**src/rtl/oled_boot_pkg.sv**
```systemverilog
package oled_boot_pkg;

    typedef enum logic [1:0] {
        ST_IDLE    = 2'd0,
        ST_RST_ON  = 2'd1,
        ST_RST_OFF = 2'd2,
        ST_SEND    = 2'd3
    } seq_state_e;

    localparam int STEP_W  = 5;
    localparam int N_STEPS = 28;

    // step indices; order is the order of the stream
    localparam logic [STEP_W-1:0] S_CONTRAST_OP  = 5'd0;
    localparam logic [STEP_W-1:0] S_CONTRAST_VAL = 5'd1;
    localparam logic [STEP_W-1:0] S_REMAP        = 5'd2;
    localparam logic [STEP_W-1:0] S_COMDIR       = 5'd3;
    localparam logic [STEP_W-1:0] S_MUX_OP       = 5'd4;
    localparam logic [STEP_W-1:0] S_MUX_VAL      = 5'd5;
    localparam logic [STEP_W-1:0] S_OFS_OP       = 5'd6;
    localparam logic [STEP_W-1:0] S_OFS_VAL      = 5'd7;
    localparam logic [STEP_W-1:0] S_CLK_OP       = 5'd8;
    localparam logic [STEP_W-1:0] S_CLK_VAL      = 5'd9;
    localparam logic [STEP_W-1:0] S_AREA_OP      = 5'd10;
    localparam logic [STEP_W-1:0] S_AREA_VAL     = 5'd11;
    localparam logic [STEP_W-1:0] S_PRE_OP       = 5'd12;
    localparam logic [STEP_W-1:0] S_PRE_VAL      = 5'd13;
    localparam logic [STEP_W-1:0] S_PINS_OP      = 5'd14;
    localparam logic [STEP_W-1:0] S_PINS_VAL     = 5'd15;
    localparam logic [STEP_W-1:0] S_VCOMH_OP     = 5'd16;
    localparam logic [STEP_W-1:0] S_VCOMH_VAL    = 5'd17;
    localparam logic [STEP_W-1:0] S_PUMP_OP      = 5'd18;
    localparam logic [STEP_W-1:0] S_PUMP_VAL     = 5'd19;
    localparam logic [STEP_W-1:0] S_LUT_OP       = 5'd20;
    localparam logic [STEP_W-1:0] S_LUT0         = 5'd21;
    localparam logic [STEP_W-1:0] S_LUT3         = 5'd24;
    localparam logic [STEP_W-1:0] S_ADDR_OP      = 5'd25;
    localparam logic [STEP_W-1:0] S_ADDR_VAL     = 5'd26;
    localparam logic [STEP_W-1:0] S_DISP_ON      = 5'd27;

    localparam logic [7:0] OP_CONTRAST = 8'h81;
    localparam logic [7:0] OP_REMAP    = 8'hA1;
    localparam logic [7:0] OP_COMDIR   = 8'hC0;
    localparam logic [7:0] OP_MUX      = 8'hA8;
    localparam logic [7:0] OP_OFFSET   = 8'hD3;
    localparam logic [7:0] OP_CLOCK    = 8'hD5;
    localparam logic [7:0] OP_AREA     = 8'hD8;
    localparam logic [7:0] OP_PRECHG   = 8'hD9;
    localparam logic [7:0] OP_PINS     = 8'hDA;
    localparam logic [7:0] OP_VCOMH    = 8'hDB;
    localparam logic [7:0] OP_PUMP     = 8'h8D;
    localparam logic [7:0] OP_LUT      = 8'h91;
    localparam logic [7:0] OP_ADDRMODE = 8'h20;
    localparam logic [7:0] OP_DISP_ON  = 8'hAF;

    localparam logic [7:0] TAG_CMD  = 8'h80;
    localparam logic [7:0] TAG_DATA = 8'h40;

    localparam logic [7:0] LUT_MIN = 8'd31;
    localparam logic [7:0] LUT_MAX = 8'd63;

endpackage

```
**src/rtl/oled_delay_cnt.sv**
```systemverilog
module oled_delay_cnt #(
    parameter int LIMIT = 500
) (
    input  logic clk,
    input  logic rst_n,
    input  logic en,
    output logic hit
);
    localparam int CW = (LIMIT < 2) ? 1 : $clog2(LIMIT);

    logic [CW-1:0] cnt_d, cnt_q;

    assign hit = en && (cnt_q == CW'(LIMIT - 1));

    always_comb begin
        cnt_d = cnt_q;
        if (!en || hit) cnt_d = '0;
        else            cnt_d = cnt_q + CW'(1);
    end

    always_ff @(posedge clk or negedge rst_n) begin
        if (!rst_n) cnt_q <= '0;
        else        cnt_q <= cnt_d;
    end
endmodule

```
**src/rtl/oled_cmd_table.sv**
```systemverilog
module oled_cmd_table
    import oled_boot_pkg::*;
(
    input  logic [STEP_W-1:0] step,
    input  logic [7:0]        cfg_height,
    input  logic [7:0]        cfg_contrast,
    input  logic              cfg_seg_remap,
    input  logic              cfg_com_invdir,
    input  logic [7:0]        cfg_com_offset,
    input  logic [4:0]        cfg_clk_div,
    input  logic [3:0]        cfg_clk_frq,
    input  logic              cfg_area_color,
    input  logic              cfg_low_power,
    input  logic [3:0]        cfg_pre1,
    input  logic [3:0]        cfg_pre2,
    input  logic              cfg_com_seq,
    input  logic              cfg_com_lrremap,
    input  logic [7:0]        cfg_vcomh,
    input  logic              cfg_need_pump,
    input  logic              cfg_lut_en,
    input  logic [31:0]       cfg_lut,
    output logic [7:0]        byte_o,
    output logic              warn_o,
    output logic              last_o,
    output logic [STEP_W-1:0] next_o
);
    logic [4:0]        div_m1;
    logic [STEP_W-1:0] lut_off;
    logic [7:0]        lut_entry;
    logic              is_lut;
    logic              area_any;

    assign div_m1    = cfg_clk_div - 5'd1;
    assign lut_off   = step - S_LUT0;
    assign lut_entry = cfg_lut[{lut_off[1:0], 3'b000} +: 8];
    assign is_lut    = (step >= S_LUT0) && (step <= S_LUT3);
    assign area_any  = cfg_area_color || cfg_low_power;
    assign warn_o    = is_lut && ((lut_entry < LUT_MIN) || (lut_entry > LUT_MAX));
    assign last_o    = (step == S_DISP_ON);

    always_comb begin
        byte_o = 8'h00;
        if (is_lut) begin
            byte_o = lut_entry;
        end else begin
            unique case (step)
                S_CONTRAST_OP:  byte_o = OP_CONTRAST;
                S_CONTRAST_VAL: byte_o = cfg_contrast;
                S_REMAP:        byte_o = OP_REMAP;
                S_COMDIR:       byte_o = OP_COMDIR | {4'h0, 1'b0, cfg_com_invdir, 2'b00};
                S_MUX_OP:       byte_o = OP_MUX;
                S_MUX_VAL:      byte_o = cfg_height - 8'd1;
                S_OFS_OP:       byte_o = OP_OFFSET;
                S_OFS_VAL:      byte_o = cfg_com_offset;
                S_CLK_OP:       byte_o = OP_CLOCK;
                S_CLK_VAL:      byte_o = {cfg_clk_frq, div_m1[3:0]};
                S_AREA_OP:      byte_o = OP_AREA;
                S_AREA_VAL:     byte_o = (cfg_area_color ? 8'h1E : 8'h00) |
                                         (cfg_low_power  ? 8'h05 : 8'h00);
                S_PRE_OP:       byte_o = OP_PRECHG;
                S_PRE_VAL:      byte_o = {cfg_pre2, cfg_pre1};
                S_PINS_OP:      byte_o = OP_PINS;
                S_PINS_VAL:     byte_o = {2'b00, cfg_com_lrremap, ~cfg_com_seq, 4'b0010};
                S_VCOMH_OP:     byte_o = OP_VCOMH;
                S_VCOMH_VAL:    byte_o = cfg_vcomh;
                S_PUMP_OP:      byte_o = OP_PUMP;
                S_PUMP_VAL:     byte_o = {5'b00010, cfg_need_pump, 2'b00};
                S_LUT_OP:       byte_o = OP_LUT;
                S_ADDR_OP:      byte_o = OP_ADDRMODE;
                S_ADDR_VAL:     byte_o = 8'h00;
                S_DISP_ON:      byte_o = OP_DISP_ON;
                default:        byte_o = 8'h00;
            endcase
        end
    end

    // conditional steps are skipped by jumping over them
    always_comb begin
        next_o = step + STEP_W'(1);
        if (step == S_CONTRAST_VAL && !cfg_seg_remap) next_o = S_COMDIR;
        if (step == S_CLK_VAL && !area_any)           next_o = S_PRE_OP;
        if (step == S_PUMP_VAL && !cfg_lut_en)        next_o = S_ADDR_OP;
    end
endmodule

```
**src/rtl/oled_boot_seq.sv**
```systemverilog
module oled_boot_seq
    import oled_boot_pkg::*;
#(
    parameter int CLK_HZ = 125_000_000,
    parameter int RST_US = 4
) (
    input  logic        clk,
    input  logic        rst_n,
    input  logic        start,
    input  logic        has_reset_line,
    input  logic [7:0]  cfg_height,
    input  logic [7:0]  cfg_contrast,
    input  logic        cfg_seg_remap,
    input  logic        cfg_com_invdir,
    input  logic [7:0]  cfg_com_offset,
    input  logic [4:0]  cfg_clk_div,
    input  logic [3:0]  cfg_clk_frq,
    input  logic        cfg_area_color,
    input  logic        cfg_low_power,
    input  logic [3:0]  cfg_pre1,
    input  logic [3:0]  cfg_pre2,
    input  logic        cfg_com_seq,
    input  logic        cfg_com_lrremap,
    input  logic [7:0]  cfg_vcomh,
    input  logic        cfg_need_pump,
    input  logic        cfg_lut_en,
    input  logic [31:0] cfg_lut,
    output logic        panel_rst,
    output logic        tx_valid,
    input  logic        tx_ready,
    output logic [7:0]  tx_byte,
    output logic [7:0]  tx_ctrl,
    output logic        lut_warn,
    output logic        busy,
    output logic        done
);
    localparam int RST_CYC = (CLK_HZ / 1_000_000) * RST_US;

    typedef struct packed {
        seq_state_e        state;
        logic [STEP_W-1:0] step;
        logic              done;
    } seq_regs_t;

    seq_regs_t r_q, r_d;

    logic              cnt_en, cnt_hit;
    logic [7:0]        step_byte;
    logic              step_warn, step_last;
    logic [STEP_W-1:0] step_next;

    assign cnt_en = (r_q.state == ST_RST_ON) || (r_q.state == ST_RST_OFF);

    oled_delay_cnt #(.LIMIT(RST_CYC)) u_delay (
        .clk   (clk),
        .rst_n (rst_n),
        .en    (cnt_en),
        .hit   (cnt_hit)
    );

    oled_cmd_table u_table (
        .step            (r_q.step),
        .cfg_height      (cfg_height),
        .cfg_contrast    (cfg_contrast),
        .cfg_seg_remap   (cfg_seg_remap),
        .cfg_com_invdir  (cfg_com_invdir),
        .cfg_com_offset  (cfg_com_offset),
        .cfg_clk_div     (cfg_clk_div),
        .cfg_clk_frq     (cfg_clk_frq),
        .cfg_area_color  (cfg_area_color),
        .cfg_low_power   (cfg_low_power),
        .cfg_pre1        (cfg_pre1),
        .cfg_pre2        (cfg_pre2),
        .cfg_com_seq     (cfg_com_seq),
        .cfg_com_lrremap (cfg_com_lrremap),
        .cfg_vcomh       (cfg_vcomh),
        .cfg_need_pump   (cfg_need_pump),
        .cfg_lut_en      (cfg_lut_en),
        .cfg_lut         (cfg_lut),
        .byte_o          (step_byte),
        .warn_o          (step_warn),
        .last_o          (step_last),
        .next_o          (step_next)
    );

    always_comb begin
        r_d      = r_q;
        r_d.done = 1'b0;
        unique case (r_q.state)
            ST_IDLE: begin
                if (start) begin
                    r_d.step  = S_CONTRAST_OP;
                    r_d.state = has_reset_line ? ST_RST_ON : ST_SEND;
                end
            end
            ST_RST_ON:  if (cnt_hit) r_d.state = ST_RST_OFF;
            ST_RST_OFF: if (cnt_hit) r_d.state = ST_SEND;
            ST_SEND: begin
                if (tx_ready) begin
                    if (step_last) begin
                        r_d.state = ST_IDLE;
                        r_d.done  = 1'b1;
                    end else begin
                        r_d.step = step_next;
                    end
                end
            end
            default: r_d.state = ST_IDLE;
        endcase
    end

    always_ff @(posedge clk or negedge rst_n) begin
        if (!rst_n) r_q <= '{state: ST_IDLE, step: '0, done: 1'b0};
        else        r_q <= r_d;
    end

    assign panel_rst = (r_q.state == ST_RST_ON);
    assign tx_valid  = (r_q.state == ST_SEND);
    assign tx_byte   = tx_valid ? step_byte : 8'h00;
    assign tx_ctrl   = tx_valid ? TAG_CMD : 8'h00;
    assign lut_warn  = tx_valid && step_warn;
    assign busy      = (r_q.state != ST_IDLE);
    assign done      = r_q.done;

    // an offered byte is held until accepted
    a_r3_hold: assert property (@(posedge clk) disable iff (!rst_n)
        tx_valid && !tx_ready |=> tx_valid && $stable(tx_byte));

    // done follows acceptance of display-on
    a_r11_done_src: assert property (@(posedge clk) disable iff (!rst_n)
        done |-> $past(tx_valid && tx_ready && tx_byte == OP_DISP_ON));

    // done lasts one cycle
    a_r11_done_pulse: assert property (@(posedge clk) disable iff (!rst_n)
        done |=> !done);

    // block is idle when done is raised
    a_r11_idle: assert property (@(posedge clk) disable iff (!rst_n)
        done |-> !busy && !tx_valid);

    // warning only with an offered byte
    a_r10_warn_valid: assert property (@(posedge clk) disable iff (!rst_n)
        lut_warn |-> tx_valid);

    // reset pulse ends into the quiet phase, never straight into data
    a_r2_rst_to_gap: assert property (@(posedge clk) disable iff (!rst_n)
        $fell(panel_rst) |-> !tx_valid && busy);
endmodule

```
**config.mk**
```make
export PLATFORM = sky130hd
export DESIGN_NAME = oled_boot_seq
export DESIGN_NICKNAME = d
export VERILOG_FILES = /design/src/rtl/oled_boot_pkg.sv /design/src/rtl/oled_delay_cnt.sv /design/src/rtl/oled_cmd_table.sv /design/src/rtl/oled_boot_seq.sv
export SDC_FILE = /design/constraint.sdc
export NUM_CORES = 1
export LEC_CHECK = 0
export ABC_CLOCK_PERIOD_IN_PS = 4000
export BUFFER_PORTS_ARGS = -buffer_cell sky130_fd_sc_hd__buf_2
export CAP_MARGIN = 20
export CORE_MARGIN = 10
export CORE_UTILIZATION = 40
export DETAILED_ROUTE_END_ITERATION = 10
export GPL_ROUTABILITY_DRIVEN = 0
export HOLD_SLACK_MARGIN = 0.08
export PLACE_DENSITY = 0.79
export SETUP_SLACK_MARGIN = 0.5
export SYNTH_ARGS = -nofsm -noshare
export SYNTH_HDL_FRONTEND = slang
export SYNTH_SLANG_ARGS = --single-unit
export TNS_END_PERCENT = 1
```
**constraint.sdc**
```tcl
create_clock -name clk -period 4 [get_ports clk]
set_clock_uncertainty 0.2 [all_clocks]
set_input_delay 0 -clock clk [delete_from_list [all_inputs] [get_ports clk]]
set_output_delay 0 -clock clk [all_outputs]
set_load 0.1 [all_outputs]
```
==> results.sh, run 1 <==
export IMPL_p_leak_nw=1.36
export IMPL_hpwl_mm=6.70
export IMPL_max_freq_mhz=300
export IMPL_synthAdderAreaFrac_pct=6.15
export IMPL_nets=512
export IMPL_antenna_found_initial=0
export IMPL_total_power_mw=1.45
export IMPL_crit_arrival_ps=3280
export IMPL_end_kind="flip-flop"
export IMPL_port_buffers=106
export IMPL_critPathTopFamily="buffers and inverters"
export IMPL_synth_cell_types=67
export IMPL_synthTopCellsByArea="dfrtp_1 17%, mux4_2 8.3%, ha_1 6.2%, nand2_1 4.6%, xnor2_1 3.6%"
export IMPL_avgSynthCellArea_sq_um=8.03
export IMPL_hold_slack_ps=123
export IMPL_final_cell_mix="106 x buf_2, 30 x nand2_1, 21 x nor2_1"
export IMPL_period_share_pct=83.2
export IMPL_start_util_pct=41.2
export IMPL_synth_compound_area_share_pct=23.0
export IMPL_crit_required_ps=3950
export IMPL_wl_met1_mm=3.25
export IMPL_report_final_slew_viol_count=0
export IMPL_grt_pass1_wl_mm=13.6
export IMPL_maxSlewHeadroom_pct=29.3
export IMPL_max_stage_delay_ps=770
export IMPL_dr_wl_met2_mm=4.05
export IMPL_worstPathCellList="ha_1 > nor2b_1 > buf_4 > nand2_1 > nor3_1 > dlygate4sd3_1 > a21oi_1 > o31ai_1"
export IMPL_cts_buffers=3
export IMPL_via_per_inst=5.80
export IMPL_num_io_pins=115
export IMPL_ys_ff_latch=17
export IMPL_synth_simple_gate_area_share_pct=25.2
export IMPL_ys_warn_count=0
export IMPL_instances_no_fill=480
export IMPL_cts_path_max_buffers=2
export IMPL_area_growth_pct=26.1
export IMPL_ant_nets=0
export IMPL_layout_commonest_cell="buf_2"
export IMPL_synth_top_area_share_pct=17.4
export IMPL_vias=2785
export IMPL_max_vdd_ir_drop_v=0.000262
export IMPL_cts_tree="yes"
export IMPL_route_met3_wl_um=783
export IMPL_grt_max_degree=34
export IMPL_drt_wl_total_mm=8.28
export IMPL_grt_pass1_vias=2910
export IMPL_insertedDiodeCount=0
export IMPL_min_period_ps=3330
export IMPL_clk_pin_slew_worst_paths_ps=70
export IMPL_die_w_um=98.1
export IMPL_grt_util_all_layers_pct=16.3
export IMPL_drtPass1Iterations=5
export IMPL_slowest_stage="dfrtp_1"
export IMPL_core_area_sq_um=5920
export IMPL_synth_top_family_by_area="simple AND/OR/NAND/NOR gates"
export IMPL_setup_violations=0
export IMPL_fin_setup_tns_ps=0
export IMPL_cts_root_buffer_cell="clkbuf_8"
export IMPL_synth_area_leader_cell="dfrtp_1"
export IMPL_outcome="finished clean"
export IMPL_maxCapViolations=0
export IMPL_muxShareOfSynthArea_pct=12.3
export IMPL_async_reset_ff_share_pct=100
export IMPL_fin_util_pct=52.0
export IMPL_power_density_nw_per_um2=472
export IMPL_syn_cell_area_sq_um=2440
export IMPL_crit_fanout=14
export IMPL_cts_sink_count=17
export IMPL_dr_first_iter_drc_count=266
export IMPL_synth_xor_xnor_area_share_pct=5.38
export IMPL_maxUsedRoutingLayer="met4"
export IMPL_tightest_slew_ps=1060
export IMPL_clk_latency_ps=250
export IMPL_synth_edf_count=0
export IMPL_synth_top_flop_cell="dfrtp_1"
export IMPL_drive_above_1_share_pct=33.8
export IMPL_yosysSeqAreaShare_pct=17.4
export IMPL_cts_setup_buffers=0
export IMPL_start_kind="flip-flop"
export IMPL_grt_overflow=0
export IMPL_rsz0062_at_grt="no"
export IMPL_fillers=565
export IMPL_cts_max_level=1
export IMPL_min_path_type="input port to flip-flop"
export IMPL_wire_per_inst_um=17.2
export IMPL_dp_cells=468
export IMPL_postSynthCellCount=304
export IMPL_remaining_drc_errors=0
export IMPL_cp_buffers_inverters=2
export IMPL_die_height_um=98.1
export IMPL_hold_viol_final=0
export IMPL_setup_worst_path_class="flip-flop to flip-flop"
export IMPL_rows=28
export IMPL_die_area_sq_um=9630
## through the flow
stage	worst slack (ps)	cell area, sq um
3_5_place_dp	938	2950
3_3_place_gp	985	2950
4_1_cts	654	3070
5_1_grt	516	3080
2_1_floorplan	637	2460
6_report	671	3080
## routing by layer
layer	vias up	global-route usage, %
met2	169	28.3
met1	1285	18.9
li1	1311	-
met3	20	4.44
met5	-	0
met4	0	4.92
## report_power, final
part           leakage [nW]  total (mW)  switching [mW]  internal (mW)
logic                  1.10        1.06           0.721          0.338
registers             0.229       0.264          0.0600          0.204
clock network        0.0255       0.128          0.0587         0.0691
total                  1.36        1.45           0.840          0.611
## area by class of cell
class | count | area (sq um) | area share (%)
inverter | 20 | 75.1 | 2.44
sequential | 17 | 425 | 13.8
clock buffer | 3 | 41.3 | 1.34
clock inverter | 1 | 5.00 | 0.163
tap | 75 | 93.8 | 3.05
multi-input combinational | 245 | 1790 | 58.1
timing repair buffer | 119 | 648 | 21.1
## what timing repair did
item / 4_1_cts / 5_1_grt
hold buffers: 8 / 0
hold endpoints to repair: 24 / 0
gates resized for setup: 0 / 2
endpoints found under the setup margin: 0 / 9
## worst register-to-register path: stages (launching register included)
cell and delay (ps):
dfrtp_1 770, ha_1 310, nor2b_1 290, buf_4 220, nand2_1 120, nor3_1 360, dlygate4sd3_1 660, a21oi_1 70
o31ai_1 240
## cell usage after synthesis, types with 6 or more instances
library cell	number
nand3_1	11
nand2b_1	9
ha_1	12
a21oi_1	9
inv_1	17
xnor2_1	10
mux4_2	9
nor2_1	21
nor3_1	9
buf_2	11
o21ai_1	13
nand2_1	30
buf_4	10
o21ai_0	9
mux2i_1	7
dfrtp_1	17
nor2b_1	6
## cell families after synthesis
kind of cell	Yosys count
and+or+nand+nor	114
AOI/OAI and AO/OA	79
buffers and inverters	48
muxes	18
DFF	17
xor gates and xnor gates	15
adders and majority gates	12
other	1
## state kept, by name, indices dropped and copies added, names as in the netlist
name	count
done	1
r_q	7
u_delay.cnt_q	9
## worst paths after layout
path / startpoint / cells after the start / endpoint / slack (ps)
max: r_q[1] / 8 / r_q[3] / 670
min: cfg_area_color / 4 / r_q[1] / 120
max reg2reg: r_q[1] / 8 / r_q[3] / 670
min reg2reg: u_delay.cnt_q[0] / 1 / u_delay.cnt_q[0] / 310
max in group asynchronous: rst_n / 3 / r_q[3] / 2430
min in group asynchronous: rst_n / 3 / u_delay.cnt_q[2] / 700
(Power assumes the default switching activity.)
==> run 2, diff against run 1 <==
- ABC_AREA: default -> 1
- ABC_CLOCK_PERIOD_IN_PS: 4000 -> 2800
- PLACE_DENSITY: 0.79 -> 0.82
- clock period: 4 -> 2.8 ns (I/O delays scaled with it)
==> run 2 against run 1 <==
- global-route usage increased by 1.5 points
- critical path depth increased by 2
- critical path type is now flip-flop to output pin
- critical endpoint is now tx_byte[1]
- die area increased by 1.1%
==> results.sh, run 2 <==
export IMPL_crit_required_ps=2600
export IMPL_crit_fanout=7
export IMPL_max_freq_mhz=417
export IMPL_synth_edf_count=0
export IMPL_worstHoldEndpoint="r_q[3]"
export IMPL_dp_slack_ps=469
export IMPL_wire_per_inst_um=15.5
export IMPL_max_stage_delay_ps=470
export IMPL_fillers=538
export IMPL_whs_path_depth=6
export IMPL_fin_util_pct=62.4
export IMPL_grt_busiest_layer="met2"
export IMPL_slowest_stage="dfrtp_2"
export IMPL_setup_violations=0
export IMPL_dr_first_iter_drc_count=258
export IMPL_p_leak_nw=1.95
export IMPL_drt_wl_total_mm=10.1
export IMPL_clk_latency_ps=260
export IMPL_fin_setup_tns_ps=0
export IMPL_rows=28
export IMPL_grtUsageMet2_pct=30.1
export IMPL_start_kind="flip-flop"
export IMPL_antenna_found_initial=0
export IMPL_cts_max_level=1
export IMPL_hpwl_mm=7.49
export IMPL_largest_register="u_delay.cnt_q"
export IMPL_vias=3464
export IMPL_report_final_slew_viol_count=0
export IMPL_outcome="finished clean"
export IMPL_largest_reg_flops=9
export IMPL_async_reset_ff_share_pct=100
export IMPL_cts_buffers=3
export IMPL_rrSetupSlack_ps=810
export IMPL_worstPathCellList="buf_4 > ha_4 > nor2_1 > nand3_1 > nand3_2 > nand2_1 > nor2_4 > nand2_2 > nand2_2 > buf_12"
export IMPL_synthTopCellsByArea="nand2_1 24%, dfrtp_1 17%, nand3_1 14%, nor2_1 7.6%, ha_1 6.1%"
export IMPL_yosysSeqAreaShare_pct=17.2
export IMPL_via_per_inst=5.31
export IMPL_synth_top_flop_cell="dfrtp_1"
export IMPL_layout_commonest_cell="nand2_1"
export IMPL_maxCapViolations=0
export IMPL_min_path_type="input port to flip-flop"
export IMPL_synth_area_leader_cell="nand2_1"
export IMPL_clk_pin_slew_worst_paths_ps=70
export IMPL_ys_ff_latch=17
export IMPL_tightest_slew_ps=746
export IMPL_crit_top_cell="nand2_2"
export IMPL_period_share_pct=85.6
export IMPL_drive_above_1_share_pct=35.9
export IMPL_max_vdd_ir_drop_v=0.000685
export IMPL_ys_warn_count=0
export IMPL_area_growth_pct=50.3
export IMPL_synth_commonest_cells="155 x nand2_1, 68 x nand3_1, 50 x nor2_1, 40 x inv_1, 17 x dfrtp_1"
export IMPL_synth_top_area_share_pct=23.5
export IMPL_yosysMostFrequentCell="nand2_1"
export IMPL_cts_path_max_buffers=2
export IMPL_final_cell_mix="133 x nand2_1, 97 x buf_2, 63 x nand3_1"
export IMPL_finalInstanceArea_sq_um=3720
export IMPL_core_area_sq_um=5960
export IMPL_cts_tree="yes"
export IMPL_r2r_end="r_q[3]"
export IMPL_ant_nets=0
export IMPL_use_met3_pct=4.82
export IMPL_hold_viol_final=0
export IMPL_grt_overflow=0
export IMPL_cp_buffers_inverters=2
export IMPL_remaining_drc_errors=0
export IMPL_avgSynthCellArea_sq_um=5.57
export IMPL_detailed_place_area_sq_um=3190
export IMPL_syn_cell_area_sq_um=2470
export IMPL_critPathTopFamily="simple AND/OR/NAND/NOR gates"
export IMPL_power_density_nw_per_um2=629
export IMPL_port_buffers=106
export IMPL_insertedDiodeCount=0
export IMPL_min_from="cfg_low_power"
export IMPL_die_w_um=98.7
export IMPL_finalWorstSetupSlack_ps=403
export IMPL_start_util_pct=41.6
export IMPL_regToRegStartpoint="r_q[4]"
export IMPL_postSynthCellCount=444
export IMPL_setup_worst_path_class="flip-flop to output pin"
export IMPL_end_kind="output pin"
export IMPL_grt_max_degree=20
export IMPL_grt_util_all_layers_pct=17.7
export IMPL_die_height_um=98.7
export IMPL_synth_cell_types=36
export IMPL_die_area_sq_um=9730
export IMPL_grt_pass1_vias=3133
export IMPL_crit_arrival_ps=2200
export IMPL_nets=684
export IMPL_maxSlewHeadroom_pct=50.1
export IMPL_min_period_ps=2400
export IMPL_drtPass1Iterations=5
export IMPL_cts_sink_count=17
export IMPL_r2r_cells=8
export IMPL_grt_util_met1_pct=22.1
export IMPL_cts_root_buffer_cell="clkbuf_8"
export IMPL_grt_pass1_wl_mm=14.9
export IMPL_rsz0062_at_grt="yes"
export IMPL_num_io_pins=115
==> run 2: changes by cell type in the layout (fill, tap and decap cells not counted), sizes merged, moves of 9 or more <==
cell	before	now
nand2	30	156
nand3	11	70
nor2	22	60
inv	20	44
buf	111	129
mux4	9	0
xnor2	10	1
==> run 2: kinds of logic (layout without fill, tap and decap cells) <==
logic type	after synthesis	count (layout)	synth area share, %
buffers and inverters	60	185	10.8
flip-flops	17	17	17.2
adder cells (fa/ha/maj)	12	12	6.07
XOR/XNOR	3	3	1.06
AO/OA/AOI/OAI	40	40	9.30
other	1	7	0.152
AND/OR/NAND/NOR	311	313	55.5
==> run 2: metrics by stage <==
| step | std cells | hold WS, ps | total power [mW] |
|---|---|---|---|
| floorplan | 450 | -496 | 1.54 |
| global placement | 618 | -264 | 1.88 |
| detailed placement | 618 | -262 | 1.91 |
| CTS | 633 | 101 | 2.19 |
| global route | 652 | 159 | 2.51 |
| finish | 652 | 126 | 2.34 |
==> run 2: worst min-delay path, stage by stage <==
cell and delay [ps]:
buf_2 110, nor2_1 40, nand2_1 160, a21oi_1 100, nand2_1 50, o21ai_0 70
==> run 2: layout make-up <==
| type | count | area (sq um) | share of cell area (%) |
|---|---|---|---|
| multi-input combinational | 375 | 2030 | 54.7 |
| timing repair buffer | 137 | 936 | 25.2 |
| sequential | 17 | 434 | 11.7 |
| inverter | 44 | 173 | 4.64 |
| tap | 75 | 93.8 | 2.52 |
| clock buffer | 3 | 41.3 | 1.11 |
| clock inverter | 1 | 7.51 | 0.202 |
==> run 2: what timing repair did <==
item,4_1_cts,5_1_grt
pin swaps,3,18
hold endpoints to repair,24,0
hold buffers,7,0
resized for setup,20,46
setup buffers,2,19
cloned,2,0
endpoints found under the setup margin,9,9
==> run 2: worst max path at each step <==
stage / slack, ps / depth (start not counted) / endpoint / startpoint
global route: 270 / 10 / tx_byte[1] / r_q[4]
floorplan: 440 / 9 / r_q[3] / r_q[6]
global placement: 510 / 9 / lut_warn / r_q[1]
CTS: 440 / 12 / tx_byte[1] / r_q[2]
finish: 400 / 10 / tx_byte[1] / r_q[1]
detailed placement: 470 / 9 / lut_warn / r_q[2]
==> run 2: power by group <==
group / internal, mW / switching [mW]
clock network: 0.100 / 0.0884
logic: 0.590 / 1.22
registers: 0.288 / 0.0487
==> run 2: per-layer routing <==
layer | up-vias | wire length, um
met2 | 191 | 4840
met1 | 1550 | 3950
met4 | 0 | 202
met5 | - | 0
li1 | 1698 | -
met3 | 25 | 1100
